$ cat src/rtl/sarmux_pkg.sv
package sarmux_pkg;
   typedef enum logic [1:0] {
      ST_IDLE = 2'd0,
      ST_RUN  = 2'd1,
      ST_GAP  = 2'd2
   } sarmux_state_e;
endpackage

$ cat src/rtl/sarmux_cmd.sv
module sarmux_cmd #(
   parameter int DATA_W  = 8,
   parameter int FRAME   = 16,
   parameter int CH_W    = 3,
   parameter int MAX_MUX = 3,
   localparam int MUX_W  = $clog2(MAX_MUX + 1)
) (
   input  logic [MUX_W-1:0] mux_bits,
   input  logic [CH_W-1:0]  chan,
   input  logic             diff,
   output logic [FRAME-1:0] word,
   output logic             drive
);
   localparam int PAD = FRAME - DATA_W;

   generate
      if (MAX_MUX + 3 > DATA_W) begin : g_bad_mux
         $error("sarmux_cmd: command does not fit one byte");
      end
      if (CH_W < MAX_MUX) begin : g_bad_ch
         $error("sarmux_cmd: channel field narrower than mux bits");
      end
   endgenerate

   logic [DATA_W-1:0] body;

   always_comb begin
      int m;
      m    = int'(mux_bits);
      body = '0;
      if (m != 0) begin
         for (int k = 1; k < CH_W; k++) begin
            if (k - 1 < m - 1) body[k-1] = chan[k];
         end
         for (int p = 0; p < DATA_W; p++) begin
            if (p == m + 1)      body[p] = 1'b1;
            else if (p == m)     body[p] = ~diff;
            else if (p == m - 1) body[p] = chan[0];
         end
      end
   end

   assign drive = (mux_bits != '0);
   assign word  = {body[DATA_W-2:0], 1'b0, {PAD{1'b0}}};
endmodule

$ cat src/rtl/sarmux_tick.sv
module sarmux_tick #(
   parameter int HALF_DIV = 2
) (
   input  logic clk,
   input  logic rst_n,
   input  logic en,
   output logic tick
);
   generate
      if (HALF_DIV < 1) begin : g_bad
         $error("sarmux_tick: HALF_DIV must be at least 1");
      end
      if (HALF_DIV == 1) begin : g_direct
         assign tick = en;
      end else begin : g_count
         localparam int CW = $clog2(HALF_DIV);
         localparam logic [CW-1:0] TOP = CW'(HALF_DIV - 1);
         logic [CW-1:0] cnt;
         always_ff @(posedge clk or negedge rst_n) begin
            if (!rst_n)          cnt <= '0;
            else if (!en)        cnt <= '0;
            else if (cnt == TOP) cnt <= '0;
            else                 cnt <= cnt + 1'b1;
         end
         assign tick = en && (cnt == TOP);
      end
   endgenerate
endmodule

$ cat src/rtl/sarmux_frame.sv
module sarmux_frame
   import sarmux_pkg::*;
#(
   parameter int DATA_W   = 8,
   parameter int FRAME    = 16,
   parameter int HALF_DIV = 2
) (
   input  logic              clk,
   input  logic              rst_n,
   input  logic              start,
   input  logic [FRAME-1:0]  cmd_word,
   input  logic              cmd_drive,
   input  logic              tick,
   input  logic              miso,
   output logic              running,
   output logic              busy,
   output logic              done,
   output logic [DATA_W-1:0] result,
   output logic              cs_n,
   output logic              sclk,
   output logic              mosi,
   output logic              mosi_oe
);
   localparam int BW   = $clog2(FRAME);
   localparam int RXW  = FRAME - 2;
   localparam logic [BW-1:0] LAST = BW'(FRAME - 1);
   localparam int GAPMIN = 2 * HALF_DIV;
   localparam int HW   = $clog2(GAPMIN + 1);

   generate
      if (FRAME != 2 * DATA_W) begin : g_bad_frame
         $error("sarmux_frame: frame must be two data bytes");
      end
   endgenerate

   sarmux_state_e     state;
   logic              sclk_q, cs_n_q, busy_q, done_q, oe_q, m0_q, gap_q;
   logic [FRAME-1:0]  shreg;
   logic [RXW-1:0]    rx;
   logic [BW-1:0]     bitcnt;
   logic [DATA_W-1:0] result_q, pick;

   assign pick = m0_q ? rx[RXW-1 -: DATA_W] : rx[DATA_W-1:0];

   always_ff @(posedge clk or negedge rst_n) begin
      if (!rst_n) begin
         state    <= ST_IDLE;
         sclk_q   <= 1'b0;
         cs_n_q   <= 1'b1;
         busy_q   <= 1'b0;
         done_q   <= 1'b0;
         oe_q     <= 1'b0;
         m0_q     <= 1'b0;
         gap_q    <= 1'b0;
         shreg    <= '0;
         rx       <= '0;
         bitcnt   <= '0;
         result_q <= '0;
      end else begin
         done_q <= 1'b0;
         case (state)
            ST_IDLE: begin
               if (start) begin
                  state  <= ST_RUN;
                  cs_n_q <= 1'b0;
                  sclk_q <= 1'b0;
                  shreg  <= cmd_word;
                  oe_q   <= cmd_drive;
                  m0_q   <= ~cmd_drive;
                  rx     <= '0;
                  bitcnt <= '0;
                  busy_q <= 1'b1;
               end
            end
            ST_RUN: begin
               if (tick) begin
                  if (!sclk_q) begin
                     sclk_q <= 1'b1;
                     rx     <= {rx[RXW-2:0], miso};
                  end else begin
                     sclk_q <= 1'b0;
                     if (bitcnt == LAST) begin
                        cs_n_q <= 1'b1;
                        oe_q   <= 1'b0;
                        shreg  <= '0;
                        gap_q  <= 1'b0;
                        state  <= ST_GAP;
                     end else begin
                        shreg  <= {shreg[FRAME-2:0], 1'b0};
                        bitcnt <= bitcnt + 1'b1;
                     end
                  end
               end
            end
            ST_GAP: begin
               if (tick) begin
                  if (gap_q) begin
                     state    <= ST_IDLE;
                     busy_q   <= 1'b0;
                     done_q   <= 1'b1;
                     result_q <= pick;
                  end else begin
                     gap_q <= 1'b1;
                  end
               end
            end
            default: state <= ST_IDLE;
         endcase
      end
   end

   assign running = (state != ST_IDLE);
   assign busy    = busy_q;
   assign done    = done_q;
   assign result  = result_q;
   assign cs_n    = cs_n_q;
   assign sclk    = sclk_q;
   assign mosi    = shreg[FRAME-1];
   assign mosi_oe = oe_q;

   // gap checker: cycles cs_n has been high, saturating
   logic [HW-1:0] hi_cnt;
   always_ff @(posedge clk or negedge rst_n) begin
      if (!rst_n)                          hi_cnt <= HW'(GAPMIN);
      else if (!cs_n_q)                    hi_cnt <= '0;
      else if (hi_cnt != HW'(GAPMIN))      hi_cnt <= hi_cnt + 1'b1;
   end

   a_r9_cs_gap: assert property (@(posedge clk) disable iff (!rst_n)
      $fell(cs_n_q) |-> (hi_cnt >= HW'(GAPMIN)));

   a_r10_sclk_idle: assert property (@(posedge clk) disable iff (!rst_n)
      cs_n_q |-> !sclk_q);

   a_r6_mosi_hold: assert property (@(posedge clk) disable iff (!rst_n)
      (sclk_q && $past(sclk_q)) |-> $stable(shreg[FRAME-1]));

   a_r7_done_ends_busy: assert property (@(posedge clk) disable iff (!rst_n)
      done_q |-> (!busy_q && $past(busy_q)));

   a_r7_done_single: assert property (@(posedge clk) disable iff (!rst_n)
      done_q |=> !done_q);

   a_r2_full_frame: assert property (@(posedge clk) disable iff (!rst_n)
      $rose(cs_n_q) |-> (bitcnt == LAST));

   a_r8_busy_holds: assert property (@(posedge clk) disable iff (!rst_n)
      (busy_q && start && !(state == ST_GAP && tick && gap_q)) |=> busy_q);
endmodule

$ cat src/rtl/sar_mux_ctl.sv
module sar_mux_ctl #(
   parameter int DATA_W   = 8,
   parameter int CH_W     = 3,
   parameter int MAX_MUX  = 3,
   parameter int HALF_DIV = 2,
   localparam int FRAME   = 2 * DATA_W,
   localparam int MUX_W   = $clog2(MAX_MUX + 1)
) (
   input  logic              clk,
   input  logic              rst_n,
   input  logic [MUX_W-1:0]  cfg_mux_bits,
   input  logic              req_start,
   input  logic [CH_W-1:0]   req_chan,
   input  logic              req_diff,
   output logic              busy,
   output logic              done,
   output logic [DATA_W-1:0] result,
   output logic              cs_n,
   output logic              sclk,
   output logic              mosi,
   output logic              mosi_oe,
   input  logic              miso
);
   logic [FRAME-1:0] cmd_word;
   logic             cmd_drive;
   logic             running;
   logic             tick;

   sarmux_cmd #(
      .DATA_W  (DATA_W),
      .FRAME   (FRAME),
      .CH_W    (CH_W),
      .MAX_MUX (MAX_MUX)
   ) u_cmd (
      .mux_bits (cfg_mux_bits),
      .chan     (req_chan),
      .diff     (req_diff),
      .word     (cmd_word),
      .drive    (cmd_drive)
   );

   sarmux_tick #(
      .HALF_DIV (HALF_DIV)
   ) u_tick (
      .clk   (clk),
      .rst_n (rst_n),
      .en    (running),
      .tick  (tick)
   );

   sarmux_frame #(
      .DATA_W   (DATA_W),
      .FRAME    (FRAME),
      .HALF_DIV (HALF_DIV)
   ) u_frame (
      .clk       (clk),
      .rst_n     (rst_n),
      .start     (req_start),
      .cmd_word  (cmd_word),
      .cmd_drive (cmd_drive),
      .tick      (tick),
      .miso      (miso),
      .running   (running),
      .busy      (busy),
      .done      (done),
      .result    (result),
      .cs_n      (cs_n),
      .sclk      (sclk),
      .mosi      (mosi),
      .mosi_oe   (mosi_oe)
   );

   a_r5_no_drive: assert property (@(posedge clk) disable iff (!rst_n)
      (cfg_mux_bits == '0 && !cs_n && $stable(cs_n)) |-> !mosi_oe);
endmodule

$ cat config.mk
export PLATFORM = sky130hd
export DESIGN_NAME = sar_mux_ctl
export DESIGN_NICKNAME = d
export VERILOG_FILES = /design/src/rtl/sarmux_pkg.sv /design/src/rtl/sarmux_cmd.sv /design/src/rtl/sarmux_tick.sv /design/src/rtl/sarmux_frame.sv /design/src/rtl/sar_mux_ctl.sv
export SDC_FILE = /design/constraint.sdc
export NUM_CORES = 1
export LEC_CHECK = 0
export BUFFER_PORTS_ARGS = -buffer_cell sky130_fd_sc_hd__buf_4
export CAP_MARGIN = 20
export CORE_MARGIN = 1.5
export CORE_UTILIZATION = 50
export CTS_BUF_LIST = sky130_fd_sc_hd__clkbuf_8 sky130_fd_sc_hd__clkbuf_16
export DETAILED_ROUTE_END_ITERATION = 8
export MAX_ROUTING_LAYER = met4
export PLACE_DENSITY = 0.7
export SKIP_LAST_GASP = 1
export SLEW_MARGIN = 20
export SYNTH_ARGS = -nofsm -noshare
export SYNTH_HDL_FRONTEND = slang
export SYNTH_SLANG_ARGS = --single-unit
$ cat constraint.sdc
create_clock -name clk -period 2.3 [get_ports clk]
set_input_delay 0.23 -clock clk [delete_from_list [all_inputs] [get_ports clk]]
set_output_delay 0.23 -clock clk [all_outputs]
set_load 0.01 [all_outputs]
==> results.json <==
{
  "dpl.hpwl_um": 2660,
  "initial_core_util": 0.527,
  "slew_viol_final": 0,
  "core-area_um2": 3720,
  "synth_ff_type": "dfrtp_1",
  "fin_util": 0.612,
  "antenna_found_initial": 0,
  "seq_area_frac_synth": 0.550,
  "cts_resized": 0,
  "h-tree-depth": 2,
  "synth_edf_count": 0,
  "ff_latch_area_um2": 1080,
  "multi_input_area_um2": 791,
  "synth.area.top_cells": "dfrtp_1 54%, nand2_1 9.8%, o21ai_0 5.1%, mux2i_1 4.1%, a21oi_1 3.1%",
  "path_class": "flip-flop to flip-flop",
  "postSynthCellCount": 204,
  "grt_pass1_wl_um": 6640,
  "first_pass_iters": 4,
  "avgSynthCellArea_um2": 9.60,
  "arrival_ns": 2.20,
  "status": "complete, no violations",
  "slew_headroom": 0.405,
  "rows": 22,
  "clkSinkCount": 43,
  "rsz0062_at_grt": "false",
  "yosysWarnings": 0,
  "synth_top_area_frac": 0.537,
  "root_buffer": "clkbuf_8",
  "drive_gt1_frac": 0.173,
  "grt_max_degree": 44,
  "yosys.area.top_type": "dfrtp_1",
  "hold_class": "input port to flip-flop",
  "drtIter0Drc": 157,
  "synth_area_um2": 1960,
  "insertion_delay_ns": 0.30,
  "syn-num-nets": 215,
  "cp-end-kind": "flip-flop",
  "power_density_nw_per_um2": 1170,
  "grt_pass1_vias": 1502,
  "viasPerCell": 5.56,
  "numCtsBuffers": 5,
  "antenna_cells": 0,
  "worstSetupStartpointType": "flip-flop",
  "min_period_ns": 2.02,
  "ioPinCount": 24,
  "gp_congestion": 0.853,
  "cts_tree": "yes",
  "clk_pin_slew_ns": 0.08,
  "clock_path_buffers": 2,
  "clock.fmax_ghz": 0.495,
  "nets": 235,
  "dp_cells": 264,
  "finalSetupViolCount": 0,
  "io_buffers": 23,
  "die_width_um": 65.6,
  "instances_no_fill": 273,
  "setup_tns_ns": 0,
  "final.setup_skew_ns": 0.00919,
  "ys_ff_latch": 43,
  "cap_violations": 0,
  "p_total_mw": 2.67,
  "postRouteAntennaNets": 0,
  "nFillCells": 313,
  "wl_um": 3820,
  "postSynth.asyncResetShare": 1.00,
  "dieArea_um2": 4300,
  "yosys.cell_types.count": 37,
  "vdd_ir_drop_max_v": 0.000589,
  "area_growth_pct": 16.1,
  "die_y_um": 65.6,
  "power.leakage_nw": 1.04,
  "gr-total-overflow": 0,
  "hold_viol_final": 0,
  "worst_slew_pin_slew_ns": 0.889,
  "final_common_cell": "nand2_1",
  "grtUsageTotal": 0.211,
  "wire_per_inst_um": 14.0,
  "cp.required_ns": 2.48,
  "post-route-period-util": 0.878,
  "vias": 1517,
  "path_max_fanout": 13,
  "drc": 0,
  "layout_common_cells": "51 x nand2_1, 42 x dfrtp_1, 26 x buf_4, 20 x o21ai_0, 12 x a21oi_1"
}
[synthesized netlist by cell type, types with 2 or more instances]
cell	number
o21ai_1	11
o22ai_1	2
mux2i_1	8
or3_1	3
clkbuf_1	4
a21oi_1	12
nor2_1	9
buf_6	3
buf_2	5
inv_1	2
nand2b_1	2
a22o_1	3
nand2_1	51
a32oi_1	2
nand3_1	4
a21o_1	2
dfrtp_1	42
o21ai_0	20
[cell families after synthesis]
logic type	synth area share
simple gates	0.183
compound gates	0.168
flops	0.550
buf+inv	0.0460
mux	0.0466
fa+ha+maj	0.00639
[worst max-delay path: stages, from the launching register on]
cell,delay (ns)
dfrtp_1,0.54
nor2b_1,0.22
a31oi_1,0.69
nor3_2,0.15
mux2_2,0.31
[cell type report]
type,count,share of cell area
Sequential cell,43,0.474
Multi-Input combinational cell,145,0.348
Timing Repair Buffer,27,0.0903
Clock buffer,5,0.0303
Clock inverter,3,0.0281
Tap cell,48,0.0264
Inverter,2,0.00330
[per-stage QoR]
stage / worst slack [ns] / area [um^2] / hold WS (ns)
after global placement: 0.412 / 2130 / 0.242
after detailed placement: 0.282 / 2130 / 0.252
after floorplan: 0.691 / 1960 / -0.0656
final: 0.281 / 2270 / 0.191
after global routing: 0.0855 / 2270 / 0.190
after CTS: 0.267 / 2270 / 0.184
[layer usage]
layer | vias to the layer above | global-route usage | share of wire
li1 | 746 | - | -
met1 | 731 | 0.272 | 0.49
met2 | 34 | 0.325 | 0.46
met3 | 6 | 0.0514 | 0.041
met4 | 0 | 0.0781 | 0.014
met5 | - | - | 0
[path summary, 6_finish.rpt]
check / from / to / slack, ns / cells after the start
max: u_frame.state[0] / u_frame.bitcnt[0] / 0.28 / 4
min: miso / u_frame.rx[0] / 0.19 / 3
min reg2reg: u_frame.result[7] / u_frame.result[7] / 0.49 / 2
min in group asynchronous: rst_n / u_frame.result[5] / 0.45 / 2
max in group asynchronous: rst_n / u_frame.cs_n / 1.47 / 2
max reg2reg: u_frame.state[0] / u_frame.bitcnt[0] / 0.28 / 4
[report_power, final]
group	switching (mW)	total [mW]	internal, mW
Sequential	0.227	1.22	0.991
Combinational	0.417	0.765	0.348
Clock	0.254	0.684	0.429
[sequential cells by signal (all words and copies together), names as in the netlist]
signal	count
u_frame.sclk	1
u_frame.gap_q	1
u_frame.busy	1
u_frame.result	8
u_frame.state	2
u_frame.done	1
u_frame.m0_q	1
u_frame.cs_n	1
u_frame.shreg	7
u_frame.bitcnt	4
u_frame.mosi_oe	1
u_frame.rx	14
u_tick.g_count.cnt	1
[timing repair]
item                      4_1_cts  5_1_grt
hold buffers                    1        0
buffers inserted                0        0
hold endpoints to repair       42        0
Note: power is estimated with default switching activity, not from simulation.
